==> src/rtl/pwg_pkg.sv <==
package pwg_pkg;

  localparam logic [1:0] SIZ_BYTE = 2'b01;

  typedef struct packed {
    logic hi;
    logic lo;
  } lanes_t;

  // Active-high lane enables for a 16-bit port on the upper data half.
  function automatic lanes_t lane_map(input logic [1:0] siz, input logic a0);
    lanes_t l;
    l.hi = ~a0;
    l.lo = a0 | (siz != SIZ_BYTE);
    return l;
  endfunction

  // An access skips the counted wait when no wait is set, or when it is
  // a write with the write bypass enabled.
  function automatic logic skip_wait(input logic [3:0] cfg, input logic fast,
                                     input logic rd_wr_n);
    return (cfg == 4'd0) | (fast & ~rd_wr_n);
  endfunction

endpackage

==> src/rtl/pwg_sync.sv <==
module pwg_sync #(
  parameter int STAGES = 2
) (
  input  logic clk,
  input  logic rst_n,
  input  logic d,
  output logic q,
  output logic pre
);
  logic [STAGES-1:0] sh;

  generate
    if (STAGES == 1) begin : g_one
      always_ff @(posedge clk or negedge rst_n)
        if (!rst_n) sh <= '0;
        else        sh <= d;
      assign pre = d;
    end else begin : g_chain
      always_ff @(posedge clk or negedge rst_n)
        if (!rst_n) sh <= '0;
        else        sh <= {sh[STAGES-2:0], d};
      assign pre = sh[STAGES-2];
    end
  endgenerate

  assign q = sh[STAGES-1];
endmodule

==> src/rtl/pwg_delay.sv <==
module pwg_delay #(
  parameter int CNT_W = 4
) (
  input  logic             clk,
  input  logic             rst_n,
  input  logic             active,
  input  logic [CNT_W-1:0] cfg,
  output logic             done
);
  localparam logic [CNT_W-1:0] ONE = CNT_W'(1);

  logic [CNT_W-1:0] cnt;
  logic [CNT_W-1:0] cnt_next;

  assign cnt_next = cnt + ONE;

  // Up-counter kept cleared while the synchronized select is low.
  always_ff @(posedge clk or negedge rst_n) begin
    if (!rst_n) begin
      cnt  <= '0;
      done <= 1'b0;
    end else if (!active) begin
      cnt  <= '0;
      done <= 1'b0;
    end else if (!done) begin
      cnt  <= cnt_next;
      done <= (cnt_next == cfg);
    end
  end

  p_cnt_cleared_r5: assert property (@(posedge clk) disable iff (!rst_n)
    !active |=> (cnt == '0) && !done);

  p_done_at_count_r5: assert property (@(posedge clk) disable iff (!rst_n)
    (done && cfg != '0) |-> (cnt == cfg));
endmodule

==> src/rtl/pwg_recover.sv <==
module pwg_recover #(
  parameter int REC_CLKS = 2
) (
  input  logic clk,
  input  logic rst_n,
  input  logic act,
  input  logic pre,
  input  logic rd_wr_n,
  output logic hold
);
  localparam int REC_W = (REC_CLKS > 1) ? $clog2(REC_CLKS) : 1;

  logic             was_wr;
  logic [REC_W-1:0] rcnt;
  logic             end_evt;

  // Synchronized select about to drop at this edge.
  assign end_evt = act & ~pre;

  always_ff @(posedge clk or negedge rst_n) begin
    if (!rst_n) begin
      was_wr <= 1'b0;
      hold   <= 1'b0;
      rcnt   <= '0;
    end else begin
      if (act) was_wr <= ~rd_wr_n;
      if (end_evt && was_wr) begin
        hold <= 1'b1;
        rcnt <= REC_W'(REC_CLKS - 1);
      end else if (hold) begin
        if (rcnt == '0) hold <= 1'b0;
        else            rcnt <= rcnt - 1'b1;
      end
    end
  end

  p_hold_after_write_r10: assert property (@(posedge clk) disable iff (!rst_n)
    $rose(hold) |-> $past(was_wr));

  p_hold_count_r10: assert property (@(posedge clk) disable iff (!rst_n)
    (hold && rcnt != '0) |=> hold);
endmodule

==> src/rtl/pwg_lanes.sv <==
module pwg_lanes
  import pwg_pkg::*;
(
  input  logic       sel,
  input  logic [1:0] siz,
  input  logic       a0,
  output logic       hi_n,
  output logic       lo_n
);
  lanes_t en;

  always_comb begin
    en   = lane_map(siz, a0);
    hi_n = ~(sel & en.hi);
    lo_n = ~(sel & en.lo);
  end
endmodule

==> src/rtl/pbus_wait_gen.sv <==
module pbus_wait_gen
  import pwg_pkg::*;
#(
  parameter int CNT_W       = 4,
  parameter int SYNC_STAGES = 2,
  parameter int REC_CLKS    = 2
) (
  input  logic             pclk,
  input  logic             rst_n,
  input  logic             sel_n,
  input  logic             rd_wr_n,
  input  logic [1:0]       siz,
  input  logic             a0,
  input  logic [CNT_W-1:0] wait_cfg,
  input  logic             fast_wr,
  output logic             pcs_n,
  output logic             bsel_hi_n,
  output logic             bsel_lo_n,
  output logic             dsack1_n,
  output logic             dsack0_n,
  output logic             wait_st
);
  logic hold;
  logic sel_eff;
  logic sel_sync;
  logic sel_pre;
  logic wait_done;
  logic bypass;
  logic ack;

  assign sel_eff = ~sel_n & ~hold;
  assign pcs_n   = ~sel_eff;

  pwg_sync #(.STAGES(SYNC_STAGES)) u_sync (
    .clk(pclk), .rst_n(rst_n), .d(sel_eff), .q(sel_sync), .pre(sel_pre)
  );

  pwg_delay #(.CNT_W(CNT_W)) u_delay (
    .clk(pclk), .rst_n(rst_n), .active(sel_sync), .cfg(wait_cfg),
    .done(wait_done)
  );

  pwg_recover #(.REC_CLKS(REC_CLKS)) u_rec (
    .clk(pclk), .rst_n(rst_n), .act(sel_sync), .pre(sel_pre),
    .rd_wr_n(rd_wr_n), .hold(hold)
  );

  pwg_lanes u_lanes (
    .sel(sel_eff), .siz(siz), .a0(a0), .hi_n(bsel_hi_n), .lo_n(bsel_lo_n)
  );

  assign bypass   = skip_wait(4'(wait_cfg), fast_wr, rd_wr_n);
  assign ack      = sel_eff & (bypass | wait_done);
  assign dsack1_n = ~ack;
  assign dsack0_n = 1'b1;
  assign wait_st  = ~ack;

  p_ack_gated_r8: assert property (@(posedge pclk) disable iff (!rst_n)
    pcs_n |-> dsack1_n);

  p_lane_gate_r4: assert property (@(posedge pclk) disable iff (!rst_n)
    pcs_n |-> (bsel_hi_n && bsel_lo_n));

  p_ack_hold_r11: assert property (@(posedge pclk) disable iff (!rst_n)
    (!dsack1_n && !pcs_n) |=> (pcs_n || !dsack1_n));

  p_hold_blocks_r10: assert property (@(posedge pclk) disable iff (!rst_n)
    hold |-> pcs_n);
endmodule

==> config.mk <==
export PLATFORM = sky130hd
export DESIGN_NAME = pbus_wait_gen
export DESIGN_NICKNAME = d
export VERILOG_FILES = /design/src/rtl/pwg_pkg.sv /design/src/rtl/pwg_sync.sv /design/src/rtl/pwg_delay.sv /design/src/rtl/pwg_recover.sv /design/src/rtl/pwg_lanes.sv /design/src/rtl/pbus_wait_gen.sv
export SDC_FILE = /design/constraint.sdc
export NUM_CORES = 1
export LEC_CHECK = 0
export ABC_AREA = 0
export BUFFER_PORTS_ARGS = -buffer_cell sky130_fd_sc_hd__buf_2
export CAP_MARGIN = 20
export CORE_AREA = 2 2 39 41
export CTS_BUF_LIST = sky130_fd_sc_hd__clkbuf_4 sky130_fd_sc_hd__clkbuf_8
export CTS_CLUSTER_DIAMETER = 80
export DETAILED_ROUTE_END_ITERATION = 10
export DIE_AREA = 0 0 41 43
export PLACE_DENSITY = 0.67
export RECOVER_POWER = 25
export SLEW_MARGIN = 0
export SYNTH_ARGS = -nofsm -noshare
export SYNTH_HDL_FRONTEND = slang
export SYNTH_SLANG_ARGS = --single-unit
==> constraint.sdc <==
create_clock -name pclk -period 2.4 [get_ports pclk]
set_input_delay 0.36 -clock pclk [delete_from_list [all_inputs] [get_ports pclk]]
set_output_delay 0.36 -clock pclk [all_outputs]
set_load 0.01 [all_outputs]
After elaboration in Yosys (flattened, before gate mapping)
Cells that the tools add are included.
{"block": "word_totals", "latch_bits": 0, "reg_bits": 10, "memories": 0, "ramBits": 0, "mem_bits_ro": 0, "wordCells": 42}
{"block": "op_classes", "n_div": 0, "shifts": 0, "multipliers": 0, "n_lt_le_gt_ge": 0, "n_reduce_logical": 3, "n_eq_ne": 3, "n_mux": 10, "addsub": 2, "bitwise_logic": 18}
{"op": "$not 1->1", "count": 9}
{"op": "$mux 1", "count": 8}
{"op": "$mux 4", "count": 2}
{"op": "$and 1x1->1", "count": 6}
{"op": "$add 4x1->4 const B", "count": 1}
{"op": "$eq 4x4->1", "count": 1}
{"op": "$logic_not 4->1", "count": 1}
{"op": "$or 1x1->1", "count": 3}
{"op": "$ne 2x1->1 const B", "count": 1}
{"op": "$ne 2x2->1 const B", "count": 1}
{"op": "$reduce_bool 2->1", "count": 1}
{"op": "$logic_and 1x1->1", "count": 1}
{"op": "$sub 1x1->1 const B", "count": 1}

Logic depth before layout (Yosys ltp)
Gate-level depths: netlist of the first run.
{"block": "logic_depth", "word_depth": 6, "depth_mapped": 4, "mapped_depth_nobuf": 4}

Cells and area by module
Synthesis of the first run repeated with hierarchy kept, for this count alone.
{"block": "unflattened", "hier_cells": 49, "hier_area_um2": 525.5}
{"mod": "pwg_delay", "seq_area_each_um2": 125.1, "area_each_um2": 287.8, "cells_each": 26, "instances": 1}
{"mod": "pwg_recover", "seq_area_each_um2": 75.1, "area_each_um2": 112.6, "cells_each": 10, "instances": 1}
{"mod": "pbus_wait_gen", "seq_area_each_um2": 0.0, "area_each_um2": 52.6, "cells_each": 8, "instances": 1}
{"mod": "pwg_sync", "seq_area_each_um2": 50.0, "area_each_um2": 50.0, "cells_each": 2, "instances": 1}
{"mod": "pwg_lanes", "seq_area_each_um2": 0.0, "area_each_um2": 22.5, "cells_each": 3, "instances": 1}

Worst setup path after synthesis of the first run
No wires, ideal clock.
{"block": "synth_timing", "kind": "reg2out", "start": "register u_delay.done", "end": "output port wait_st", "required_ns": 2.040, "t_arrival_ns": 1.122, "path_buffers": 2, "path_slack_ns": 0.918, "path_stages_with_launch": 4, "path_cell_list": "dfrtp_1 > buf_2 > o31ai_1 > buf_4"}
{"block": "synth_between", "elab_chain_cells": 3}
{"element": "from (decl)", "line": "pwg_delay.sv:8", "source": "output logic done"}
{"element": "from (signal assigned)", "line": "pwg_delay.sv:27", "source": "done <= (cnt_next == cfg);"}
{"element": "$or 1x1->1", "line": "pbus_wait_gen.sv:53", "source": "assign ack = sel_eff & (bypass | wait_done);"}
{"element": "$and 1x1->1", "line": "pbus_wait_gen.sv:53"}
{"element": "$not 1->1"}
{"element": "to (decl)", "line": "pbus_wait_gen.sv:21", "source": "output logic wait_st"}
Every way passes these cells.

Worst setup path in the final report of the first run
{"block": "layout_timing", "start": "register u_delay.done", "end": "output port wait_st"}
{"block": "layout_between", "elab_chain_cells": 3}
{"element": "$or 1x1->1", "line": "pbus_wait_gen.sv:53"}
{"element": "$and 1x1->1", "line": "pbus_wait_gen.sv:53"}
{"element": "$not 1->1", "line": "pbus_wait_gen.sv:56", "source": "assign wait_st = ~ack;"}
Every way passes these cells.

==> impl_metrics.prom, run 1 <==
# TYPE chip_impl_metric gauge
chip_impl_info{name="outcome",value="finished clean"} 1
chip_impl_info{name="synth-main-ff-cell",value="sky130_fd_sc_hd__dfrtp_1"} 1
chip_impl_metric{name="setup-tns-final",unit="ns"} 0
chip_impl_metric{name="chipHeight",unit="um"} 43
chip_impl_metric{name="globalplace.congestion",unit=""} 0.6439
chip_impl_metric{name="worstPathRequired",unit="ns"} 2.04
chip_impl_metric{name="report.final.setup_viol",unit=""} 0
chip_impl_metric{name="detailedRoute.firstIterationViolations",unit=""} 4
chip_impl_metric{name="layout-drive-gt1-share",unit="%"} 28.99
chip_impl_metric{name="synth_async_sr_flop_share",unit="%"} 100.0
chip_impl_metric{name="finish.net_count",unit=""} 83
chip_impl_metric{name="fmax",unit="MHz"} 636.5
chip_impl_metric{name="antenna_found_initial",unit=""} 0
chip_impl_metric{name="initial_util",unit="%"} 37.79
chip_impl_metric{name="global_route.usage.total",unit="%"} 13.14
chip_impl_metric{name="route.met2.wl",unit="um"} 387
chip_impl_metric{name="count_of_input_and_output_buffers",unit=""} 16
chip_impl_metric{name="distinct_cells_synth",unit=""} 23
chip_impl_metric{name="clk_path_buf_depth",unit=""} 2
chip_impl_metric{name="layout_worst_path_cycle_share",unit="%"} 65.46
chip_impl_metric{name="synth_cells",unit=""} 52
chip_impl_metric{name="totalWireLength",unit="um"} 868
chip_impl_metric{name="p_per_area",unit="mW/mm^2"} 924.2
chip_impl_info{name="holdCritPathClass",value="primary input to register"} 1
chip_impl_metric{name="period_needed",unit="ns"} 1.571
chip_impl_info{name="cts-root-buf",value="sky130_fd_sc_hd__clkbuf_4"} 1
chip_impl_metric{name="slew_headroom",unit="%"} 64.10
chip_impl_metric{name="route.detailed.vias_per_inst",unit=""} 4.565
chip_impl_metric{name="synthesis.area_per_instance",unit="um^2"} 10.06
chip_impl_metric{name="synth-edff-count",unit=""} 0
chip_impl_metric{name="fp.dieArea",unit="mm^2"} 0.001763
chip_impl_metric{name="timing.final.hold_violations",unit=""} 0
chip_impl_metric{name="clkSlewWorstSetupHoldPaths",unit="ns"} 0.07
chip_impl_metric{name="share_of_the_core_filled_with_cells_in_the_final_layout",unit="%"} 46.56
chip_impl_metric{name="syn_area",unit="um^2"} 523.0
chip_impl_metric{name="cts-resized-gates",unit=""} 0
chip_impl_metric{name="antenna_violating_nets_post_route",unit=""} 0
chip_impl_info{name="setup.worst_path.start_class",value="register"} 1
chip_impl_metric{name="insertion_delay",unit="ns"} 0.26
chip_impl_metric{name="via_count_of_the_first_global_routing_pass",unit=""} 394
chip_impl_metric{name="grt.overflow.total",unit=""} 0
chip_impl_metric{name="wire_per_inst",unit="um"} 10.21
chip_impl_metric{name="clk_sinks",unit=""} 10
chip_impl_metric{name="ir_drop",unit="uV"} 357.2
chip_impl_metric{name="num_antenna_cells",unit=""} 0
chip_impl_metric{name="cp_data_arrival_time",unit="ns"} 1.21
chip_impl_info{name="cts_tree",value="done"} 1
chip_impl_metric{name="yosysWarnings",unit=""} 0
chip_impl_info{name="grt_setup_unrepaired",value="no"} 1
chip_impl_metric{name="die_width",unit="um"} 41
chip_impl_metric{name="detailroute.via_count",unit=""} 388
chip_impl_info{name="criticalPathCategory",value="register to primary output"} 1
chip_impl_metric{name="areaGrowthSynthToFinish",unit="%"} 23.21
chip_impl_metric{name="cts_buffers",unit=""} 3
chip_impl_metric{name="timing.hold.ws",unit="ns"} 0.2787
chip_impl_metric{name="grt_pass1_wl",unit="um"} 1511
chip_impl_metric{name="synth_fp_nets",unit=""} 65
chip_impl_metric{name="met3RoutedLength",unit="um"} 58
chip_impl_metric{name="synth-seq-area-share",unit="%"} 47.85
chip_impl_metric{name="fillCellCount",unit=""} 136
chip_impl_metric{name="m1WireLength",unit="um"} 423
chip_impl_metric{name="synth.ff_latch_count",unit=""} 10
chip_impl_metric{name="placement_rows",unit=""} 14
chip_impl_metric{name="skew",unit="ns"} 0.005367
chip_impl_metric{name="crit_fanout",unit=""} 7
chip_impl_metric{name="htreeDepth",unit=""} 1
chip_impl_metric{name="leakagePower",unit="nW"} 0.3079
chip_impl_metric{name="timing_worst_slew_pin_value",unit="ns"} 0.5385
chip_impl_metric{name="place_hpwl",unit="um"} 671.4
chip_impl_metric{name="boundaryPins",unit=""} 18
chip_impl_metric{name="placeableCoreArea",unit="mm^2"} 0.001384
chip_impl_metric{name="drt-pass1-iter-count",unit=""} 2
chip_impl_metric{name="pin_count_of_the_biggest_net_entering_global_routing",unit=""} 11
chip_impl_info{name="worst_setup_path_end_kind",value="primary output"} 1
chip_impl_info{name="topRoutingLayerUsed",value="met3"} 1
chip_impl_metric{name="maxCapViolCount",unit=""} 0
chip_impl_metric{name="final-max-slew-violation-count",unit=""} 0
chip_impl_metric{name="drc",unit=""} 0
==> layout by cell type (no fill, tap or decap), types with 2 or more instances in the layout <==
cell type,n
sky130_fd_sc_hd__inv_1,3
sky130_fd_sc_hd__xnor2_1,6
sky130_fd_sc_hd__xor2_1,2
sky130_fd_sc_hd__mux2i_1,2
sky130_fd_sc_hd__o21ai_0,2
sky130_fd_sc_hd__and2_1,2
sky130_fd_sc_hd__nand2_1,5
sky130_fd_sc_hd__nor2b_1,2
sky130_fd_sc_hd__nor2_1,2
sky130_fd_sc_hd__dfrtp_1,10
sky130_fd_sc_hd__buf_2,15
sky130_fd_sc_hd__clkbuf_4,3
sky130_fd_sc_hd__or3_1,2
sky130_fd_sc_hd__o31ai_1,2
==> cells in the mapped netlist, types with 2 or more instances <==
master | instances | share of area (%)
sky130_fd_sc_hd__dfrtp_1 | 10 | 48
sky130_fd_sc_hd__xnor2_1 | 6 | 10
sky130_fd_sc_hd__nand2_1 | 5 | 3.6
sky130_fd_sc_hd__inv_1 | 3 | 2.2
sky130_fd_sc_hd__and2_1 | 2 | 2.4
sky130_fd_sc_hd__buf_4 | 2 | 2.9
sky130_fd_sc_hd__mux2i_1 | 2 | 3.8
sky130_fd_sc_hd__nor2_1 | 2 | 1.4
sky130_fd_sc_hd__nor2b_1 | 2 | 2.4
sky130_fd_sc_hd__o21ai_0 | 2 | 1.9
sky130_fd_sc_hd__o31ai_1 | 2 | 2.9
sky130_fd_sc_hd__or3_1 | 2 | 2.4
sky130_fd_sc_hd__xor2_1 | 2 | 3.3
==> power by group <==
group	switching, mW	leakage (nW)	internal (mW)
combinational	0.0777	0.158	0.0954
sequential	0.0532	0.129	0.219
clock	0.0580	0.0210	0.0921
total	0.189	0.308	0.407
==> worst paths after layout <==
kind | startpoint | to | slack [ns] | cells after the start
min reg2reg | u_sync.sh[0] | u_sync.sh[1] | 0.37 | 0
max in group asynchronous | rst_n | u_rec.hold | 1.46 | 2
max | u_delay.done | wait_st | 0.83 | 2
min in group asynchronous | rst_n | u_delay.cnt[1] | 0.58 | 2
max reg2reg | u_delay.cnt[0] | u_delay.done | 1.06 | 4
min | rd_wr_n | u_rec.was_wr | 0.28 | 2
==> flip-flops by register name (all words and copies together), names as in the netlist <==
| signal | flops |
|---|---|
| u_rec.hold | 1 |
| u_rec.was_wr | 1 |
| u_delay.done | 1 |
| u_delay.cnt | 4 |
| u_rec.rcnt | 1 |
| u_sync.sh | 2 |
==> per-layer routing <==
metal	track usage [%]	vias to the layer above
met3	3.141	0
li1	-	197
met2	19.38	13
met1	16.50	178
met4	8.000	0
met5	0	-
==> per-stage QoR <==
| stage | cell area [um^2] | power, mW | std cells | setup WS [ns] |
|---|---|---|---|---|
| 2_1_floorplan | 523.0 | 0.4038 | 52 | 0.9182 |
| 3_3_place_gp | 599.3 | 0.4466 | 80 | 0.9355 |
| 3_5_place_dp | 599.3 | 0.4489 | 80 | 0.9540 |
| 4_1_cts | 645.6 | 0.6066 | 85 | 0.7920 |
| 5_1_grt | 644.4 | 0.6487 | 85 | 0.6942 |
| 6_report | 644.4 | 0.5956 | 85 | 0.8289 |
==> cell families (layout without fill, tap and decap cells) <==
family          Yosys count  in the layout  synth area share [%]
flops                    10             10                 47.85
mux                       2              2                 3.828
simple gates             18             18                 18.90
compound gates            5              5                 6.220
buf+inv                   7             24                 6.696
xor+xnor                  8              8                 13.40
fa+ha+maj                 1              1                 2.392
other cells               1              1                0.7170
==> repair_timing <==
action / 4_1_cts / 5_1_grt
setup buffers: 0 / 0
endpoints found under the hold margin: 10 / 0
hold buffers: 1 / 0
==> critical path, cell delays in order, from the launching register on <==
cell and delay (ns):
sky130_fd_sc_hd__dfrtp_1 0.46, sky130_fd_sc_hd__o31ai_1 0.30, sky130_fd_sc_hd__buf_2 0.18
==> area by class of cell <==
cell class / instances / area, um^2 / area share, %
Multi-Input combinational cell: 35 / 237.7 / 36.89
Sequential cell: 10 / 250.2 / 38.83
Inverter: 3 / 11.26 / 1.748
Timing Repair Buffer: 17 / 88.84 / 13.79
Clock buffer: 4 / 36.28 / 5.631
Tap cell: 16 / 20.02 / 3.107
Power figures use the tool's default switching activity.
==> run 2: changes to the inputs <==
--- a/config.mk
+++ b/config.mk
@@ -5,7 +5,7 @@
 export SDC_FILE = /design/constraint.sdc
 export NUM_CORES = 1
 export LEC_CHECK = 0
-export ABC_AREA = 0
+export ABC_AREA = 1
 export BUFFER_PORTS_ARGS = -buffer_cell sky130_fd_sc_hd__buf_2
 export CAP_MARGIN = 20
 export CORE_AREA = 2 2 39 41
@@ -13,7 +13,7 @@
 export CTS_CLUSTER_DIAMETER = 80
 export DETAILED_ROUTE_END_ITERATION = 10
 export DIE_AREA = 0 0 41 43
-export PLACE_DENSITY = 0.67
+export PLACE_DENSITY = 0.73
 export RECOVER_POWER = 25
 export SLEW_MARGIN = 0
 export SYNTH_ARGS = -nofsm -noshare
==> constraint.sdc (replaced) <==
create_clock -name pclk -period 1.4 [get_ports pclk]
set_input_delay 0.21 -clock pclk [delete_from_list [all_inputs] [get_ports pclk]]
set_output_delay 0.21 -clock pclk [all_outputs]
set_load 0.01 [all_outputs]
==> impl_metrics.prom, run 2 <==
# TYPE chip_impl_metric gauge
chip_impl_info{name="worstPathCellList",value="nor2_4 -> inv_2 -> or2_1 -> buf_2"} 1
chip_impl_metric{name="cp_data_arrival_time",unit="ns"} 1.17
chip_impl_metric{name="antenna_violating_nets_post_route",unit=""} 0
chip_impl_metric{name="areaGrowthSynthToFinish",unit="%"} 26.46
chip_impl_metric{name="detailroute.via_count",unit=""} 547
chip_impl_metric{name="fp.dieArea",unit="mm^2"} 0.001763
chip_impl_metric{name="crit_path_max_cell_delay",unit="ns"} 0.42
chip_impl_metric{name="antenna_found_initial",unit=""} 0
chip_impl_metric{name="synth-edff-count",unit=""} 0
chip_impl_info{name="criticalPathCategory",value="register to primary output"} 1
chip_impl_metric{name="ir_drop",unit="uV"} 924.5
chip_impl_info{name="cts_tree",value="done"} 1
chip_impl_metric{name="wire_per_inst",unit="um"} 10.85
chip_impl_metric{name="timing.final.hold_violations",unit=""} 0
chip_impl_metric{name="synthesis.area_per_instance",unit="um^2"} 7.343
chip_impl_metric{name="finish.net_count",unit=""} 110
chip_impl_info{name="worst_setup_path_end_kind",value="primary output"} 1
chip_impl_metric{name="placement_rows",unit=""} 14
chip_impl_metric{name="initial_util",unit="%"} 40.33
chip_impl_metric{name="placed_cell_area",unit="um^2"} 643.1
chip_impl_info{name="grt_setup_unrepaired",value="yes"} 1
chip_impl_metric{name="globalplace.congestion",unit=""} 0.8432
chip_impl_metric{name="timing.hold.ws",unit="ns"} 0.1281
chip_impl_metric{name="via_count_of_the_first_global_routing_pass",unit=""} 524
chip_impl_info{name="setup.worst_path.start_class",value="register"} 1
chip_impl_info{name="yosysMostFrequentCell",value="sky130_fd_sc_hd__nand2_1"} 1
chip_impl_metric{name="clk_path_buf_depth",unit=""} 2
chip_impl_metric{name="period_needed",unit="ns"} 1.381
chip_impl_metric{name="p_per_area",unit="mW/mm^2"} 1409
chip_impl_metric{name="fmax",unit="MHz"} 724.0
chip_impl_info{name="cp_slowest_cell",value="sky130_fd_sc_hd__dfrtp_1"} 1
chip_impl_metric{name="worstPathRequired",unit="ns"} 1.19
chip_impl_metric{name="pin_count_of_the_biggest_net_entering_global_routing",unit=""} 11
chip_impl_metric{name="distinct_cells_synth",unit=""} 18
chip_impl_metric{name="clk_sinks",unit=""} 10
chip_impl_metric{name="route.detailed.vias_per_inst",unit=""} 4.884
chip_impl_metric{name="grt_pass1_wl",unit="um"} 2021
chip_impl_metric{name="boundaryPins",unit=""} 18
chip_impl_metric{name="drc",unit=""} 0
chip_impl_metric{name="totalPowerFinal",unit="mW"} 0.9942
chip_impl_metric{name="htreeDepth",unit=""} 1
chip_impl_metric{name="r2r.worst_path.cells",unit=""} 6
chip_impl_metric{name="timing_worst_slew_pin_value",unit="ns"} 0.5658
chip_impl_metric{name="slew_headroom",unit="%"} 62.28
chip_impl_metric{name="num_antenna_cells",unit=""} 0
chip_impl_metric{name="synth_async_sr_flop_share",unit="%"} 100.0
chip_impl_info{name="topRoutingLayerUsed",value="met3"} 1
chip_impl_metric{name="syn_area",unit="um^2"} 558.0
chip_impl_metric{name="layout_worst_path_cycle_share",unit="%"} 98.66
chip_impl_info{name="netlist.top_cell.by_area",value="sky130_fd_sc_hd__dfrtp_1"} 1
chip_impl_metric{name="insertion_delay",unit="ns"} 0.27
chip_impl_metric{name="layout-drive-gt1-share",unit="%"} 31.25
chip_impl_metric{name="crit_fanout",unit=""} 3
chip_impl_metric{name="drt-pass1-iter-count",unit=""} 4
chip_impl_metric{name="count_of_input_and_output_buffers",unit=""} 16
chip_impl_info{name="cts-root-buf",value="sky130_fd_sc_hd__clkbuf_4"} 1
chip_impl_metric{name="met3RoutedLength",unit="um"} 88
chip_impl_info{name="holdCritPathClass",value="primary input to register"} 1
chip_impl_metric{name="maxCapViolCount",unit=""} 0
chip_impl_metric{name="worstHoldPathCells",unit=""} 2
chip_impl_info{name="registers.top_by_ff_count",value="u_delay.cnt"} 1
chip_impl_info{name="layout.cells.most_common",value="sky130_fd_sc_hd__nand2_1"} 1
chip_impl_metric{name="placeableCoreArea",unit="mm^2"} 0.001384
chip_impl_metric{name="chipHeight",unit="um"} 43
chip_impl_metric{name="final.setup.worst_slack",unit="ns"} 0.01876
chip_impl_metric{name="dp_cells",unit=""} 106
chip_impl_metric{name="clkSlewWorstSetupHoldPaths",unit="ns"} 0.07
chip_impl_metric{name="synth_fp_nets",unit=""} 89
chip_impl_metric{name="synth_cells",unit=""} 76
chip_impl_metric{name="top_area_cell_type_share_of_the_netlist_area",unit="%"} 44.84
chip_impl_metric{name="layout.cell_area.non_filler",unit="um^2"} 705.7
chip_impl_metric{name="report.final.setup_viol",unit=""} 0
chip_impl_metric{name="synth.ff_latch_count",unit=""} 10
chip_impl_info{name="mostFrequentLayoutCells",value="sky130_fd_sc_hd__nand2_1, sky130_fd_sc_hd__buf_2, sky130_fd_sc_hd__inv_1"} 1
chip_impl_metric{name="final-max-slew-violation-count",unit=""} 0
chip_impl_metric{name="pre_cts_slack",unit="ns"} 0.1535
chip_impl_metric{name="leakagePower",unit="nW"} 0.3817
chip_impl_info{name="outcome",value="finished clean"} 1
chip_impl_metric{name="synth-seq-area-share",unit="%"} 44.84
chip_impl_metric{name="detailedRoute.firstIterationViolations",unit=""} 9
chip_impl_metric{name="yosysWarnings",unit=""} 0
chip_impl_metric{name="place_hpwl",unit="um"} 883.1
chip_impl_metric{name="grt.overflow.total",unit=""} 0
chip_impl_metric{name="skew",unit="ns"} 0.007907
chip_impl_metric{name="route.met2.wl",unit="um"} 600
chip_impl_info{name="synth.cells.most_frequent",value="sky130_fd_sc_hd__nand2_1, sky130_fd_sc_hd__inv_1, sky130_fd_sc_hd__dfrtp_1"} 1
chip_impl_metric{name="global_route.usage.total",unit="%"} 17.28
chip_impl_metric{name="totalWireLength",unit="um"} 1215
chip_impl_info{name="synth-main-ff-cell",value="sky130_fd_sc_hd__dfrtp_1"} 1
chip_impl_info{name="biggestRegsByFlops",value="u_delay.cnt: 4 flops, u_sync.sh: 2 flops"} 1
chip_impl_metric{name="largest_register_ffs",unit=""} 4
chip_impl_info{name="synth.area.top_cells",value="sky130_fd_sc_hd__dfrtp_1, sky130_fd_sc_hd__nand2_1, sky130_fd_sc_hd__inv_1"} 1
chip_impl_metric{name="cts_buffers",unit=""} 3
chip_impl_metric{name="die_width",unit="um"} 41
chip_impl_metric{name="m1WireLength",unit="um"} 526
chip_impl_metric{name="count_of_non_filler_cells_in_the_finished_layout",unit=""} 112
==> run 2: cells by family after synthesis <==
| group | synth area share [%] |
|---|---|
| fa+ha+maj | 2.242 |
| other cells | 0.6720 |
| simple gates | 31.17 |
| compound gates | 8.295 |
| flops | 44.84 |
| buf+inv | 12.78 |
==> run 2: what timing repair did <==
action,4_1_cts,5_1_grt
endpoints found under the hold margin,10,0
hold buffers,1,0
setup endpoints to repair,1,4
pin swaps,1,0
setup buffers,1,0
gates resized for setup,1,2
==> run 2: report_power, final <==
part,switching (mW),leakage (nW),internal (mW)
Clock,0.110,0.0210,0.158
Sequential,0.0713,0.128,0.362
Combinational,0.175,0.233,0.117
==> run 2: worst max-delay path: cells and delay by family (launching register included) <==
kind          cells  cell delay, ns
buf+inv           2            0.18
flops             1            0.42
simple gates      2            0.31
==> run 2: final cells by class <==
type	count	area, um^2
Clock buffer	4	36.28
Sequential cell	10	251.5
Tap cell	16	20.02
Timing Repair Buffer	18	96.34
Multi-Input combinational cell	49	245.2
Inverter	15	56.30
Fill cell	138	678.2
==> run 2: layer usage <==
| metal | global-route usage [%] | vias to the layer above |
|---|---|---|
| met5 | 0 | - |
| met4 | 6.000 | 0 |
| met3 | 6.806 | 0 |
| met2 | 27.19 | 19 |
| met1 | 20.40 | 253 |
| li1 | - | 275 |
==> run 2: worst paths after layout <==
check | from | to | slack, ns
max in group asynchronous | rst_n | u_delay.cnt[0] | 0.56
setup / recovery | u_rec.hold | bsel_hi_n | 0.02
hold reg to reg | u_sync.sh[0] | u_sync.sh[1] | 0.39
hold / removal | sel_n | u_sync.sh[0] | 0.13
setup reg to reg | u_delay.cnt[0] | u_delay.done | 0.13
min in group asynchronous | rst_n | u_delay.cnt[3] | 0.43
==> run 2: stage by stage <==
stage	TNS (ns)	utilization, %
after global routing	-0.07780	50.99
after CTS	0	50.72
after floorplan	0	-
after detailed placement	0	46.47
after global placement	0	46.47
final	0	50.99
==> run 3: changes to the inputs <==
--- a/config.mk
+++ b/config.mk
@@ -9,10 +9,11 @@
 export BUFFER_PORTS_ARGS = -buffer_cell sky130_fd_sc_hd__buf_2
 export CAP_MARGIN = 20
 export CORE_AREA = 2 2 39 41
-export CTS_BUF_LIST = sky130_fd_sc_hd__clkbuf_4 sky130_fd_sc_hd__clkbuf_8
+export CTS_BUF_LIST = sky130_fd_sc_hd__clkbuf_8
 export CTS_CLUSTER_DIAMETER = 80
 export DETAILED_ROUTE_END_ITERATION = 10
 export DIE_AREA = 0 0 41 43
+export MAX_ROUTING_LAYER = met4
 export PLACE_DENSITY = 0.73
 export RECOVER_POWER = 25
 export SLEW_MARGIN = 0
==> impl_metrics.prom, run 3 (synthesized netlist as in run 2, its figures left out) <==
# TYPE chip_impl_metric gauge
chip_impl_metric{name="pre_cts_slack",unit="ns"} 0.1535
chip_impl_metric{name="r2r.worst_path.cells",unit=""} 6
chip_impl_metric{name="report.final.setup_viol",unit=""} 0
chip_impl_metric{name="fillCellCount",unit=""} 136
chip_impl_metric{name="globalplace.congestion",unit=""} 0.8564
chip_impl_metric{name="layout_worst_path_cycle_share",unit="%"} 97.61
chip_impl_info{name="grt_setup_unrepaired",value="yes"} 1
chip_impl_metric{name="fmax",unit="MHz"} 731.8
chip_impl_info{name="cts_tree",value="done"} 1
chip_impl_metric{name="antenna_found_initial",unit=""} 0
chip_impl_metric{name="clkSlewWorstSetupHoldPaths",unit="ns"} 0.05
chip_impl_metric{name="die_width",unit="um"} 41
chip_impl_metric{name="placed_cell_area",unit="um^2"} 643.1
chip_impl_metric{name="multi_input_comb_area",unit="um^2"} 245.2
chip_impl_metric{name="detailroute.via_count",unit=""} 540
chip_impl_metric{name="critPathBufInv",unit=""} 2
chip_impl_metric{name="p_per_area",unit="mW/mm^2"} 1500
chip_impl_metric{name="timing.hold.ws",unit="ns"} 0.1724
chip_impl_info{name="grt.busiest_layer",value="met2"} 1
chip_impl_metric{name="clk_sinks",unit=""} 10
chip_impl_metric{name="slew_headroom",unit="%"} 62.72
chip_impl_metric{name="final.setup.worst_slack",unit="ns"} 0.03350
chip_impl_metric{name="dp_cells",unit=""} 106
chip_impl_info{name="worst_setup_path_end_kind",value="primary output"} 1
chip_impl_metric{name="worstPathRequired",unit="ns"} 1.19
chip_impl_info{name="layout.cells.most_common",value="sky130_fd_sc_hd__nand2_1"} 1
chip_impl_metric{name="leakagePower",unit="nW"} 0.3954
chip_impl_metric{name="initial_util",unit="%"} 40.33
chip_impl_metric{name="setup-tns-final",unit="ns"} 0
chip_impl_info{name="cts-root-buf",value="sky130_fd_sc_hd__clkbuf_8"} 1
chip_impl_metric{name="drt-pass1-iter-count",unit=""} 4
chip_impl_metric{name="share_of_the_core_filled_with_cells_in_the_final_layout",unit="%"} 52.80
chip_impl_metric{name="layout-drive-gt1-share",unit="%"} 30.93
chip_impl_metric{name="areaGrowthSynthToFinish",unit="%"} 30.94
chip_impl_metric{name="crit_path_max_cell_delay",unit="ns"} 0.41
chip_impl_metric{name="timing.final.hold_violations",unit=""} 0
chip_impl_info{name="criticalPathCategory",value="register to primary output"} 1
chip_impl_info{name="worstSetupEndpoint",value="bsel_hi_n"} 1
chip_impl_info{name="holdCritPathClass",value="primary input to register"} 1
chip_impl_metric{name="cp_data_arrival_time",unit="ns"} 1.16
chip_impl_metric{name="global_route.usage.total",unit="%"} 17.40
chip_impl_metric{name="route.detailed.vias_per_inst",unit=""} 4.779
chip_impl_metric{name="cp_num_cells",unit=""} 4
chip_impl_metric{name="insertion_delay",unit="ns"} 0.24
chip_impl_info{name="outcome",value="finished clean"} 1
chip_impl_metric{name="totalWireLength",unit="um"} 1215
chip_impl_metric{name="boundaryPins",unit=""} 18
chip_impl_metric{name="grt_use_met3",unit="%"} 6.283
chip_impl_metric{name="pin_count_of_the_biggest_net_entering_global_routing",unit=""} 11
chip_impl_metric{name="place_hpwl",unit="um"} 883.1
chip_impl_metric{name="drc",unit=""} 0
chip_impl_metric{name="grtUsageMet1",unit="%"} 20.74
chip_impl_metric{name="worstHoldPathCells",unit=""} 2
chip_impl_metric{name="placement_rows",unit=""} 14
chip_impl_info{name="registers.top_by_ff_count",value="u_delay.cnt"} 1
chip_impl_metric{name="placeableCoreArea",unit="mm^2"} 0.001384
chip_impl_metric{name="grt_pass1_wl",unit="um"} 1980
chip_impl_metric{name="finish.net_count",unit=""} 111
chip_impl_metric{name="layout.cell_area.non_filler",unit="um^2"} 730.7
chip_impl_info{name="cp_slowest_cell",value="sky130_fd_sc_hd__dfrtp_1"} 1
chip_impl_metric{name="crit_fanout",unit=""} 4
chip_impl_metric{name="count_of_non_filler_cells_in_the_finished_layout",unit=""} 113
chip_impl_info{name="r2r-start",value="u_delay.cnt[0]"} 1
chip_impl_metric{name="wire_per_inst",unit="um"} 10.75
chip_impl_metric{name="clk_path_buf_depth",unit=""} 2
chip_impl_metric{name="skew",unit="ns"} 0.007303
chip_impl_metric{name="totalPowerFinal",unit="mW"} 1.096
chip_impl_info{name="worstSetupStartpoint",value="u_rec.hold"} 1
chip_impl_metric{name="via_count_of_the_first_global_routing_pass",unit=""} 504
chip_impl_info{name="path_delay_family",value="flip-flops"} 1
chip_impl_metric{name="use_met2",unit="%"} 26.25
chip_impl_info{name="timing.rr.end",value="u_delay.done"} 1
chip_impl_metric{name="period_needed",unit="ns"} 1.366
chip_impl_metric{name="maxCapViolCount",unit=""} 0
chip_impl_metric{name="regArea",unit="um^2"} 250.2
chip_impl_info{name="biggestRegsByFlops",value="u_delay.cnt: 4 flops, u_sync.sh: 2 flops"} 1
chip_impl_metric{name="chipHeight",unit="um"} 43
chip_impl_metric{name="grt.overflow.total",unit=""} 0
chip_impl_metric{name="cts_buffers",unit=""} 3
chip_impl_metric{name="count_of_input_and_output_buffers",unit=""} 16
chip_impl_metric{name="htreeDepth",unit=""} 1
chip_impl_info{name="mostFrequentLayoutCells",value="sky130_fd_sc_hd__nand2_1, sky130_fd_sc_hd__buf_2, sky130_fd_sc_hd__inv_1"} 1
chip_impl_metric{name="final-max-slew-violation-count",unit=""} 0
chip_impl_metric{name="r2r_setup_slk",unit="ns"} 0.13
chip_impl_metric{name="timing_worst_slew_pin_value",unit="ns"} 0.5591
chip_impl_metric{name="num_antenna_cells",unit=""} 0
chip_impl_metric{name="ir_drop",unit="uV"} 1012
chip_impl_info{name="setup.worst_path.start_class",value="register"} 1
chip_impl_metric{name="fp.dieArea",unit="mm^2"} 0.001763
chip_impl_metric{name="antenna_violating_nets_post_route",unit=""} 0
chip_impl_metric{name="largest_register_ffs",unit=""} 4
chip_impl_metric{name="detailedRoute.firstIterationViolations",unit=""} 18
chip_impl_info{name="worstPathCellList",value="nor2_4 -> inv_2 -> or2_1 -> buf_2"} 1
## run 3: cell type report
cell class	count	area share, %
clock buffer	4	7.534
inverter	15	7.705
multi-input combinational	49	33.56
sequential	10	34.25
tap	16	2.740
timing repair buffer	19	14.21
## run 3: metal layers
| layer | vias up | wire length (um) |
|---|---|---|
| li1 | 276 | - |
| met1 | 245 | 522 |
| met2 | 17 | 608 |
| met3 | 2 | 75 |
| met4 | 0 | 8 |
| met5 | - | 0 |
## run 3: repair_timing
| action | 4_1_cts | 5_1_grt |
|---|---|---|
| endpoints found under the hold margin | 10 | 0 |
| cloned | 0 | 0 |
| endpoints found under the setup margin | 1 | 2 |
| buffers inserted | 0 | 2 |
| pin swaps | 0 | 1 |
| resized for setup | 1 | 1 |
| hold buffers | 1 | 0 |
## run 3: worst min path at each step
stage | from | end
after global routing | sel_n | u_sync.sh[0]
after CTS | sel_n | u_sync.sh[0]
after detailed placement | rst_n | u_delay.cnt[3]
final | sel_n | u_sync.sh[0]
after global placement | rst_n | u_delay.cnt[3]
after floorplan | rst_n | u_delay.cnt[0]
## run 3: report_power, final
part           switching, mW  internal (mW)  total [mW]
clock                  0.114          0.247       0.362
sequential            0.0715          0.362       0.433
combinational          0.177          0.124       0.301
total                  0.363          0.733        1.10
